--- config.mk ---
export PLATFORM = sky130hd
export DESIGN_NAME = ldm_seq
export DESIGN_NICKNAME = d
export VERILOG_FILES = /design/src/rtl/ldm_seq_pkg.sv /design/src/rtl/ldm_addr_gen.sv /design/src/rtl/ldm_lowbit.sv /design/src/rtl/ldm_seq.sv
export SDC_FILE = /design/constraint.sdc
export NUM_CORES = 1
export LEC_CHECK = 0
export ABC_AREA = 1
export BUFFER_PORTS_ARGS = -buffer_cell sky130_fd_sc_hd__buf_2
export CELL_PAD_IN_SITES_DETAIL_PLACEMENT = 0
export CELL_PAD_IN_SITES_GLOBAL_PLACEMENT = 2
export CORE_UTILIZATION = 32
export DETAILED_ROUTE_END_ITERATION = 10
export PLACE_DENSITY_LB_ADDON = 0.1
export SLEW_MARGIN = 10
export SYNTH_ARGS = -nofsm -noshare
export SYNTH_HDL_FRONTEND = slang
export SYNTH_SLANG_ARGS = --single-unit
export TNS_END_PERCENT = 1
--- constraint.sdc ---
create_clock -name clk -period 8.1 [get_ports clk]
set_clock_uncertainty 0.1 [all_clocks]
set_input_delay 0.405 -clock clk [delete_from_list [all_inputs] [get_ports clk]]
set_output_delay 0.405 -clock clk [all_outputs]
set_load 0.01 [all_outputs]
--- src/rtl/ldm_seq_pkg.sv ---
package ldm_seq_pkg;

    localparam int XLEN   = 32;
    localparam int NREG   = 16;
    localparam int RIDX   = $clog2(NREG);
    localparam int CNTW   = $clog2(NREG + 1);
    localparam int PC_IDX = NREG - 1;

    typedef struct packed {
        logic [3:0]      cond;
        logic [2:0]      cls;
        logic            pre;
        logic            up;
        logic            usr;
        logic            wbk;
        logic            ld;
        logic [RIDX-1:0] base_reg;
        logic [NREG-1:0] regs;
    } ldm_word_t;

    typedef enum logic [1:0] {
        S_IDLE,
        S_CALC,
        S_XFER,
        S_FIN
    } ldm_state_t;

    // encoded as {pre, up}
    typedef enum logic [1:0] {
        M_DA = 2'b00,
        M_IA = 2'b01,
        M_DB = 2'b10,
        M_IB = 2'b11
    } ldm_mode_t;

    function automatic logic [CNTW-1:0] ldm_popcnt(input logic [NREG-1:0] v);
        logic [CNTW-1:0] n;
        n = '0;
        for (int i = 0; i < NREG; i++)
            n = n + CNTW'(v[i]);
        return n;
    endfunction

    function automatic logic [XLEN-1:0] word_align(input logic [XLEN-1:0] a);
        return {a[XLEN-1:2], 2'b00};
    endfunction

endpackage

--- src/rtl/ldm_addr_gen.sv ---
module ldm_addr_gen
    import ldm_seq_pkg::*;
(
    input  ldm_mode_t       mode,
    input  logic [XLEN-1:0] base,
    input  logic [CNTW-1:0] cnt,
    output logic [XLEN-1:0] first_addr,
    output logic [XLEN-1:0] final_base
);
    logic [XLEN-1:0] span;

    assign span = XLEN'(cnt) << 2;

    always_comb begin
        case (mode)
            M_IA:    first_addr = base;
            M_IB:    first_addr = base + XLEN'(4);
            M_DA:    first_addr = base - span + XLEN'(4);
            default: first_addr = base - span;
        endcase
        final_base = mode[0] ? (base + span) : (base - span);
    end
endmodule

--- src/rtl/ldm_lowbit.sv ---
module ldm_lowbit #(
    parameter int N  = 16,
    parameter int IW = $clog2(N)
) (
    input  logic [N-1:0]  mask,
    output logic [IW-1:0] idx,
    output logic          any
);
    // seen[i]: some bit below i is set
    logic [N:0] seen;
    logic [N-1:0] hit;

    assign seen[0] = 1'b0;
    generate
        for (genvar g = 0; g < N; g++) begin : g_chain
            assign hit[g]    = mask[g] & ~seen[g];
            assign seen[g+1] = seen[g] | mask[g];
        end
    endgenerate

    always_comb begin
        idx = '0;
        for (int i = 0; i < N; i++)
            if (hit[i]) idx = IW'(i);
    end

    assign any = seen[N];
endmodule

--- src/rtl/ldm_seq.sv ---
module ldm_seq
    import ldm_seq_pkg::*;
(
    input  logic            clk,
    input  logic            rst,
    input  logic            start,
    input  logic [XLEN-1:0] instr,
    input  logic [XLEN-1:0] base_val,
    output logic            busy,
    output logic            done,
    output logic            mem_req,
    output logic [XLEN-1:0] mem_addr,
    input  logic            mem_valid,
    input  logic [XLEN-1:0] mem_rdata,
    output logic            rf_we,
    output logic [RIDX-1:0] rf_idx,
    output logic [XLEN-1:0] rf_wdata,
    output logic            pc_load,
    output logic [XLEN-1:0] pc_target,
    output logic            psr_restore,
    output logic            wb_en,
    output logic [RIDX-1:0] wb_reg,
    output logic [XLEN-1:0] wb_data,
    output logic            unpred
);
    ldm_state_t      st;
    ldm_word_t       iw;
    logic [XLEN-1:0] base_q;
    logic [NREG-1:0] mask_q;
    logic [XLEN-1:0] addr_q;
    logic [XLEN-1:0] wbv_q;
    logic            wben_q;
    logic            unp_q;

    logic [CNTW-1:0] cnt;
    logic [XLEN-1:0] first_addr;
    logic [XLEN-1:0] final_base;
    logic [RIDX-1:0] cur_idx;
    logic            cur_any;
    logic            cur_is_pc;
    logic            accept;
    logic [NREG-1:0] mask_nx;
    logic            base_listed;
    logic            unused_bits;

    assign unused_bits = ^{iw.cond, iw.cls, iw.ld, cur_any};

    assign cnt         = ldm_popcnt(iw.regs);
    assign base_listed = iw.regs[iw.base_reg];

    ldm_addr_gen u_addr (
        .mode       (ldm_mode_t'({iw.pre, iw.up})),
        .base       (base_q),
        .cnt        (cnt),
        .first_addr (first_addr),
        .final_base (final_base)
    );

    ldm_lowbit #(.N(NREG), .IW(RIDX)) u_pick (
        .mask (mask_q),
        .idx  (cur_idx),
        .any  (cur_any)
    );

    assign cur_is_pc = (cur_idx == RIDX'(PC_IDX));
    assign accept    = (st == S_XFER) && mem_valid;
    assign mask_nx   = mask_q & ~(NREG'(1) << cur_idx);

    assign busy        = (st != S_IDLE);
    assign done        = (st == S_FIN);
    assign mem_req     = (st == S_XFER);
    assign mem_addr    = word_align(addr_q);
    assign rf_we       = accept && !cur_is_pc;
    assign rf_idx      = cur_idx;
    assign rf_wdata    = mem_rdata;
    assign pc_load     = accept && cur_is_pc;
    assign pc_target   = mem_rdata;
    assign psr_restore = pc_load && iw.usr;
    assign wb_en       = done && wben_q;
    assign wb_reg      = iw.base_reg;
    assign wb_data     = wbv_q;
    assign unpred      = done && unp_q;

    always_ff @(posedge clk) begin
        if (rst) begin
            st     <= S_IDLE;
            iw     <= '0;
            base_q <= '0;
            mask_q <= '0;
            addr_q <= '0;
            wbv_q  <= '0;
            wben_q <= 1'b0;
            unp_q  <= 1'b0;
        end else begin
            case (st)
                S_IDLE: begin
                    if (start) begin
                        iw     <= ldm_word_t'(instr);
                        base_q <= base_val;
                        st     <= S_CALC;
                    end
                end
                S_CALC: begin
                    mask_q <= iw.regs;
                    addr_q <= first_addr;
                    wbv_q  <= final_base;
                    wben_q <= iw.wbk && !base_listed && (cnt != '0);
                    unp_q  <= (cnt == '0) || (iw.wbk && base_listed);
                    st     <= (cnt == '0) ? S_FIN : S_XFER;
                end
                S_XFER: begin
                    if (mem_valid) begin
                        mask_q <= mask_nx;
                        addr_q <= addr_q + XLEN'(4);
                        if (mask_nx == '0) st <= S_FIN;
                    end
                end
                default: st <= S_IDLE;
            endcase
        end
    end
endmodule

== After elaboration in Yosys (flattened, before gate mapping) ==
Cells that the tools add are included.

* Flip-flop bits (word level): 140
* Word-level logic and storage cells: 140

* Mux-type cells: 28
* Reduce and logical (&&, ||, !) cells: 22
* Shifts and indexed selects: 1
* $lt $le $gt $ge: 1
* Eq/ne operators: 9
* Add/subtract/negate cells: 20
* Bitwise operators: 46

{| class="wikitable"
|+ Operator list
! kind !! number
|-
| $add 32x3->32 const B || 3
|-
| $pmux 32 s3 || 1
|-
| $mux 32 || 2
|-
| $pmux 32 s2 || 1
|-
| $mux 4 || 14
|-
| $add 5x1->5 || 11
|-
| $add 32x7->32 || 1
|-
| $pmux 16 s2 || 1
|-
| $sub 32x7->32 || 1
|-
| $and 16x16->16 || 1
|-
| $logic_not 16->1 || 1
|-
| $mux 16 || 1
|-
| $not 16->16 || 1
|-
| $shl 1x4->16 const A || 1
|-
| $and 1x1->1 || 15
|-
| $not 1->1 || 15
|-
| $or 1x1->1 || 14
|-
| $logic_and 1x1->1 || 9
|-
| $eq 2x2->1 const B || 3
|-
| $mux 2 || 3
|-
| $pmux 2 s3 || 1
|-
| $add 4x1->5 || 1
|-
| $logic_not 5->1 || 1
|-
| $lt 4x5->1 const B || 1
|-
| other kinds (16) || 24
|}

== Longest topological paths before layout ==
Gate-level depths: netlist (run 1).

* Word-level depth: 24
* Mapped depth: 36
* Gate-level depth less buffers: 36

== Hierarchy ==
A second synthesis (run 1) with hierarchy kept.

* Cell total of the unflattened synthesis: 2098
* Area total of the unflattened synthesis: 12628.4 µm²

{| class="wikitable"
|+ By module, submodules not included
! module !! cells each !! area an instance (µm²) !! instances !! seq. area each (µm²)
|-
| ldm_seq || 1054 || 7440.9 || 1 || 2762.6
|-
| ldm_addr_gen || 992 || 4879.7 || 1 || 0.0
|-
| ldm_lowbit || 52 || 307.8 || 1 || 0.0
|}

== Worst setup path before layout (run 1) ==
Ideal clock, no wire load.

* Kind: reg-to-reg
* From: register iw[5] (netlist name)
* To: register addr_q[18]
* Data required time: 7.878 ns
* Cell stages (with the launch flop): 27
* Setup time: 0.122 ns
* Data arrival time: 5.198 ns
* Path slack: 2.680 ns
* Clock period less this slack: 5.420 ns
* Cell sequence: dfxtp_1 inv_1 fa_1 inv_1 fa_1 fa_1 inv_1 fa_1 inv_1 ha_1 inv_1 fa_1 fa_1 nand2_1 o21ai_0 ha_1 inv_1 nor2_2 nand3_2 nor2_2 nand3_1 nor2_2 nand3_1 nand3_1 nand2_1 o211ai_1 a21oi_1

* Word-level cells in the longest chain between the ends: 15

{| class="wikitable"
|+ RTL lines
! item !! RTL line !! source
|-
| from (decl) || ldm_seq.sv:27 || <nowiki>ldm_word_t iw;</nowiki>
|-
| from (signal assigned) || ldm_seq.sv:98 || <nowiki>iw <= ldm_word_t'(instr);</nowiki>
|-
| $add 5x1->5 (*) (11 in a row) || ldm_seq_pkg.sv:40 || <nowiki>n = n + CNTW'(v[i]);</nowiki>
|-
| $sub 32x7->32 (*) || ldm_addr_gen.sv:18, ldm_addr_gen.sv:19 ||
|-
| $add 32x3->32 || ldm_addr_gen.sv:18 || <nowiki>M_DA: first_addr = base - span + XLEN'(4);</nowiki>
|-
| $pmux 32 s3 (*) || ldm_addr_gen.sv:15 || <nowiki>case (mode)</nowiki>
|-
| $pmux 32 s2 (*) || ldm_seq.sv:95 || <nowiki>case (st)</nowiki>
|-
| to (signal assigned) || ldm_seq.sv:105 || <nowiki>addr_q <= first_addr;</nowiki>
|-
| to (signal assigned) || ldm_seq.sv:114 || <nowiki>addr_q <= addr_q + XLEN'(4);</nowiki>
|-
| to (decl) || ldm_seq.sv:30 || <nowiki>logic [XLEN-1:0] addr_q;</nowiki>
|}

Mark *: on every way between the ends. The rest lies on a longest branch, timed or not.
A chain may end at the register's enable or synchronous reset.

== Worst setup path in the final report (run 1) ==
* From: register iw[11] (netlist name)
* To: register addr_q[17]

* Word-level cells in the longest chain between the ends: 9

{| class="wikitable"
|+ RTL lines
! item !! RTL line
|-
| $add 5x1->5 (*) (5 in a row) || ldm_seq_pkg.sv:40
|-
| $sub 32x7->32 (*) || ldm_addr_gen.sv:18, ldm_addr_gen.sv:19
|-
| $add 32x3->32 || ldm_addr_gen.sv:18
|-
| $pmux 32 s3 (*) || ldm_addr_gen.sv:15
|-
| $pmux 32 s2 (*) || ldm_seq.sv:95
|}

Marks and branches as above.

==> key figures, run 1 <==
Synthesis
  • Count of unique library cells instantiated by Yosys: 61
  • Number of synthesized flops with an enable pin: 0
  • Main synth FF type: dfxtp_1
  • Ys async rst share: 0%
  • Top cell type's share of synthesized area: 22.4%
  • Top cells by area, synth: dfxtp_1, nand2_1, a21oi_1, o21ai_0, nand3_1
  • Sequential share of the synthesized area: 22.4%
  • Post-synth top area cell: dfxtp_1
  • Yosys warnings: 0
  • Mapped cell area: 0.0123 sq mm
  • Syn_area_per_cell: 6.15 sq um
  • Yosys reg bits: 138
  • Post-synthesis cell count: 2,002

Worst hold path
  • Worst Hold Launch: instr[21]
  • Hold depth: 3
  • Worst Hold Class: input pin to flop

STA
  • Slew HR: 33.9%
  • Worst-Margin Slew: 0.990 ns
  • Crit share post-route: 80.6%
  • Final Hold Violating Endpoints: 0
  • RSZ-0062 raised after global routing: no
  • Minimum clock period: 6.53 ns
  • Slew Limit Fails: 0
  • Final setup fails: 0
  • Setup TNS Final: 0 ns
  • Max frequency: 153 MHz

Global route
  • Vias in the first global route: 12,000
  • Total GRT Usage: 25.5%
  • Antenna violations before repair: 0
  • First-pass GRT wire length: 74,200 um
  • Met1 Use GR: 37.5%
  • Global route hottest layer: met2
  • GR Util met3: 3.01%
  • Grt ovf: 0
  • GRT met2 Usage: 38.7%
  • Largest net degree at the start of global routing: 85

Clocking
  • CTS tree: done
  • CTS Root Cell: clkbuf_16
  • Num CTS Buffers: 17
  • CTS Sinks: 138
  • Worst-Skew Late Latency: 0.45 ns
  • Htree depth: 4
  • Post-CTS Hold Fix Bufs: 0
  • Clk buf depth: 2
  • Setup Buffers After CTS: 0
  • PostCTS Resize Cnt: 0
  • Clock slew at reported path FFs: 0.07 ns

Die
  • DIE WIDTH: 198 um
  • Die Ht: 198 um
  • IO Pins: 244
  • Die area: 0.0393 sq mm
  • CORE AREA: 0.0378 sq mm
  • # rows: 71
  • Initial Util: 32.6%

Drt
  • Detailed Route WL: 49,500 um
  • Residual DRC: 0
  • Routed wire length per instance: 19.6 um
  • Drt pass-1 iters: 5
  • Number of vias per cell: 5.09
  • Initial drt markers: 857
  • Vias: 12,900
  • Post-DRT Antenna Nets: 0

Flow run
  • Max Cap Viol: 0

Layout
  • Area delta synth->final: 8.77%
  • Total Nets Final: 2,143
  • Fill count: 4,266
  • Non-Filler Instances: 2,529
  • Multi-input logic area: 0.00776 sq mm
  • Reg area: 0.00276 sq mm
  • Inserted Diodes: 0
  • Ratio of cells with drive above 1 in the final layout: 17.3%
  • Core Util, Final: 35.5%

Critical path
  • CP max stage cell: fa_1
  • Top cell by count, worst path: inv_1
  • Crit path DAT: 6.80 ns
  • CP max FO: 4
  • CP peak stage delay: 0.56 ns
  • Reg2Reg Launch Point: iw[11]
  • Worst EP required: 8.37 ns
  • Crit. End Element: flop
  • Critical path type: flop to flop
  • CP Launch Point: iw[11]
  • CP Launch Type: flop
  • R2R depth: 33

Placed design
  • Dpl cells: 2,498
  • Dpl hpwl: 38,500 um
  • GP Congestion: 0.920
  • Port Buffers: 137

Run status
  • Outcome: finished clean
## metrics by stage
step                area, sq um  setup slack (ns)  hold WS, ns
global route              13400              1.14        0.113
CTS                       13400              1.60       0.0788
detailed placement        12800              1.65        0.359
global placement          12800              1.65        0.354
floorplan                 12300              2.68        0.346
finish                    13400              1.57        0.101
## cell usage after synthesis, drive strengths merged (2+ instances only)
library cell / count
nor3b: 2
inv: 226
a31oi: 13
nand4: 39
o21a: 2
nand3: 175
nor3: 21
o22ai: 2
ha: 25
o21ai: 179
clkinv: 4
buf: 95
nor2: 223
and2: 2
xor2: 15
or2: 8
o211ai: 42
clkbuf: 70
fa: 12
nor4: 6
a21oi: 187
o21bai: 4
nand2: 493
o221ai: 4
o2111ai: 2
o31ai: 3
dfxtp: 138
## cell usage in the layout, fill, tap and decap left out, types with 5 or more instances in the layout
cell,Yosys,layout
a21oi_1,175,175
a21oi_2,11,11
a31oi_1,13,13
buf_2,11,137
buf_4,76,12
clkbuf_16,0,17
dfxtp_1,138,138
fa_1,12,12
ha_1,25,22
inv_1,204,203
inv_2,20,22
inv_6,1,5
nand2_1,448,447
nand2_2,40,40
nand2_4,4,5
nand3_1,163,163
nand3_2,11,11
nand4_1,37,37
nor2_1,169,169
nor2_2,33,33
nor2_4,20,20
nor3_1,16,16
nor4_1,5,5
o211ai_1,42,42
o21ai_0,173,173
or2_2,8,8
xor2_1,15,15
## cell families after synthesis
| logic type | Yosys count | share of synthesized area [%] |
|---|---|---|
| xor gates and xnor gates | 15 | 1.07 |
| and+or+nand+nor | 970 | 37.0 |
| buffers and inverters | 395 | 14.7 |
| muxes | 1 | 0.0813 |
| adders and majority gates | 37 | 4.49 |
| AOI/OAI and AO/OA | 445 | 20.2 |
| DFF | 138 | 22.4 |
| other | 1 | 0.0305 |
## path summary, 6_finish.rpt
path                               endpoint  slack (ns)
worst max-delay path             addr_q[17]        1.57
worst min-delay path                 iw[21]        0.10
worst min register to register  wb_data[20]        0.37
worst max register to register   addr_q[17]        1.57
## critical path, delay by kind of cell, from the launching register on
kind | cells | cell delay, ns
fa+ha+maj | 7 | 2.74
simple gates | 14 | 1.86
compound gates | 3 | 0.63
flops | 1 | 0.38
buf+inv | 9 | 0.72
## layout make-up
cell class / instances / area share (%)
flip-flops and latches: 138 / 20.6
clock buffers: 19 / 3.31
multi-input cells: 1470 / 57.9
repair buffers: 149 / 5.79
well taps: 511 / 4.77
inverters: 230 / 6.50
clock inverters: 12 / 1.05
## layer usage
layer | share of wire (%) | wire length [um]
met5 | 0 | 0
met3 | 4.9 | 2420
met1 | 50 | 24600
met2 | 43 | 21500
met4 | 2.0 | 965
Power of run 1 is left out: the tool's default activity adds up to more than one toggle a clock period on the data nets, which glitch-free logic cannot reach.
==> run 2, diff against run 1 <==
--- a/config.mk
+++ b/config.mk
@@ -9,7 +9,7 @@
 export BUFFER_PORTS_ARGS = -buffer_cell sky130_fd_sc_hd__buf_2
 export CELL_PAD_IN_SITES_DETAIL_PLACEMENT = 0
 export CELL_PAD_IN_SITES_GLOBAL_PLACEMENT = 2
-export CORE_UTILIZATION = 32
+export CORE_UTILIZATION = 27
 export DETAILED_ROUTE_END_ITERATION = 10
 export PLACE_DENSITY_LB_ADDON = 0.1
 export SLEW_MARGIN = 10
==> constraint.sdc (replaced) <==
create_clock -name clk -period 5.3 [get_ports clk]
set_clock_uncertainty 0.1 [all_clocks]
set_input_delay 0.265 -clock clk [delete_from_list [all_inputs] [get_ports clk]]
set_output_delay 0.265 -clock clk [all_outputs]
set_load 0.01 [all_outputs]
==> run 2 against run 1 <==
Effect of this change: the flow now finishes with violations (setup timing); count of clock-buffer cells in the layout grew 1; cell count rose by 14%; global-route usage fell by 1.3 points; register-to-register slack got worse by 2.0 ns; die area is 18% higher; sequential share of layout area is 3.7 points lower; critical path depth is the same; flip-flop and latch count stayed put; worst setup slack worse by 2.0 ns; routed wire length increased by 14%; via count is 10% higher; largest cell class unchanged.
==> key figures, run 2 (synthesis results as in run 1) <==
Run status
  • Outcome: finished, violations left
  • Failing checks: setup timing

Layout
  • Fill count: 4,944 (+16%)
  • Total Nets Final: 2,402 (+12%)
  • Leading cell type in the layout, fill and taps excluded: nand2_1
  • Ratio of cells with drive above 1 in the final layout: 29.6% (+12 points)
  • Core Util, Final: 36.6% (+1.2 points)
  • Commonest non-fill, non-tap cells in the layout: nand2_1, buf_4, inv_1, a21oi_1, o21ai_0
  • Area delta synth->final: 32.7%

Critical path
  • R2R depth: 33 (unchanged)
  • Delay-heaviest family, CP: adder cells
  • Worst EP required: 5.55 ns (-2.82 ns)
  • R2r endpoint: addr_q[9]
  • CP max stage cell: fa_1
  • Worst setup path end: addr_q[9]
  • Top cell by count, worst path: inv_2
  • Crit path DAT: 6.01 ns (-0.79 ns)
  • Reg2reg setup slack: -0.47 ns (-2.04 ns)
  • Critical path depth in cells: 33 (unchanged)
  • Reg2Reg Launch Point: iw[5]
  • CP peak stage delay: 0.55 ns (about the same)
  • CP Launch Point: iw[5]
  • CP Buf/Inv Count: 11 (+2)
  • CP Launch Type: flop
  • CP max FO: 5 (+1)
  • Crit. End Element: flop
  • Critical path type: flop to flop

STA
  • Setup TNS Final: -14.29 ns (-14.29 ns)
  • Max frequency: 173 MHz (+13%)
  • Worst-Margin Slew: 1.18 ns (+0.195 ns)
  • Final setup margin: -0.468 ns (-2.04 ns)
  • Final setup fails: 46 (+46)
  • Minimum clock period: 5.77 ns (-0.764 ns)
  • RSZ-0062 raised after global routing: yes
  • Final Hold Violating Endpoints: 0 (unchanged)
  • Slew Limit Fails: 0 (unchanged)
  • Slew HR: 21.0% (-13 points)
  • Crit share post-route: 109% (+28 points)
  • Final hold slack: 0.0192 ns (-0.0820 ns)

Global route
  • GR Util met3: 3.11% (+0.10 points)
  • Grt ovf: 0 (unchanged)
  • Global route hottest layer: met1
  • Vias in the first global route: 13,300 (+11%)
  • GRT met2 Usage: 35.2% (-3.6 points)
  • Antenna violations before repair: 0 (unchanged)
  • Total GRT Usage: 24.2% (-1.3 points)
  • First-pass GRT wire length: 83,800 um (+13%)
  • Largest net degree at the start of global routing: 82 (-3.5%)
  • Met1 Use GR: 36.5% (-0.99 points)

Worst hold path
  • Worst Hold Class: input pin to flop
  • Hold depth: 3 (unchanged)

Die
  • Die Ht: 216 um (+8.8%)
  • DIE WIDTH: 216 um (+8.8%)
  • # rows: 77 (+8.5%)
  • Initial Util: 27.6% (-5.0 points)
  • CORE AREA: 0.0446 sq mm (+18%)
  • Die area: 0.0465 sq mm (+18%)
  • IO Pins: 244 (unchanged)

Drt
  • Drt pass-1 iters: 5 (unchanged)
  • Routed wire length per instance: 19.7 um (+0.43%)
  • Detailed Route WL: 56,400 um (+14%)
  • Initial drt markers: 983 (+15%)
  • Number of vias per cell: 4.93 (-3.0%)
  • Vias: 14,200 (+10%)
  • Residual DRC: 0 (unchanged)
  • Post-DRT Antenna Nets: 0 (unchanged)

Placed design
  • Port Buffers: 137 (unchanged)
  • Pre-CTS setup slack: -0.849 ns (-2.50 ns)
  • GP Congestion: 0.906 (-1.6%)
  • Dpl hpwl: 43,500 um (+13%)

Clocking
  • Num CTS Buffers: 17 (unchanged)
  • Worst-Skew Late Latency: 0.49 ns (+0.04 ns)
  • CTS Root Cell: clkbuf_16
  • CTS Sinks: 138 (unchanged)
  • CTS tree: done
  • Htree depth: 4 (unchanged)
  • Clock slew at reported path FFs: 0.06 ns (about the same)
  • Clk buf depth: 2 (unchanged)

Flow run
  • Max Cap Viol: 0 (unchanged)
-- run 2: layout make-up --
type / instances / area [sq um] / area share [%]
Antenna cell: 1 / 2.50 / 0.0153
Clock inverter: 12 / 194 / 1.19
Sequential cell: 138 / 2770 / 16.9
Clock buffer: 20 / 457 / 2.79
Inverter: 230 / 880 / 5.38
Multi-Input combinational cell: 1470 / 8420 / 51.5
Tap cell: 592 / 741 / 4.53
Timing Repair Buffer: 408 / 2880 / 17.6
-- run 2: routing by layer --
metal	up-vias	routed length (um)
li1	7056	-
met1	6680	29000
met2	375	23700
met3	55	2390
met4	0	1260
met5	-	0
-- run 2: timing repair --
item	in CTS	in global routing
setup buffers	24	4
endpoints found under the hold margin	53	0
pin swaps	55	48
gates resized for setup	117	64
setup endpoints to repair	52	56
hold buffers	53	0
-- run 2: tightest hold or removal path, stage by stage --
cell and delay [ns]:
buf_2 0.07, o21ai_0 0.09, a21oi_1 0.13
-- run 2: how the worst min path moves through the flow --
stage / from / end
floorplan: base_val[0] / base_q[0]
global placement: wb_data[15] / wb_data[15]
detailed placement: wb_data[15] / wb_data[15]
CTS: instr[24] / iw[24]
global route: instr[24] / iw[24]
finish: base_val[24] / base_q[24]
-- run 2: stage by stage --
stage / std cells / cell area [sq um]
floorplan: 2003 / 12300
global placement: 2757 / 14300
detailed placement: 2757 / 14300
CTS: 2866 / 16100
global route: 2870 / 16300
finish: 2871 / 16300
Power of run 2 is left out for the same reason.
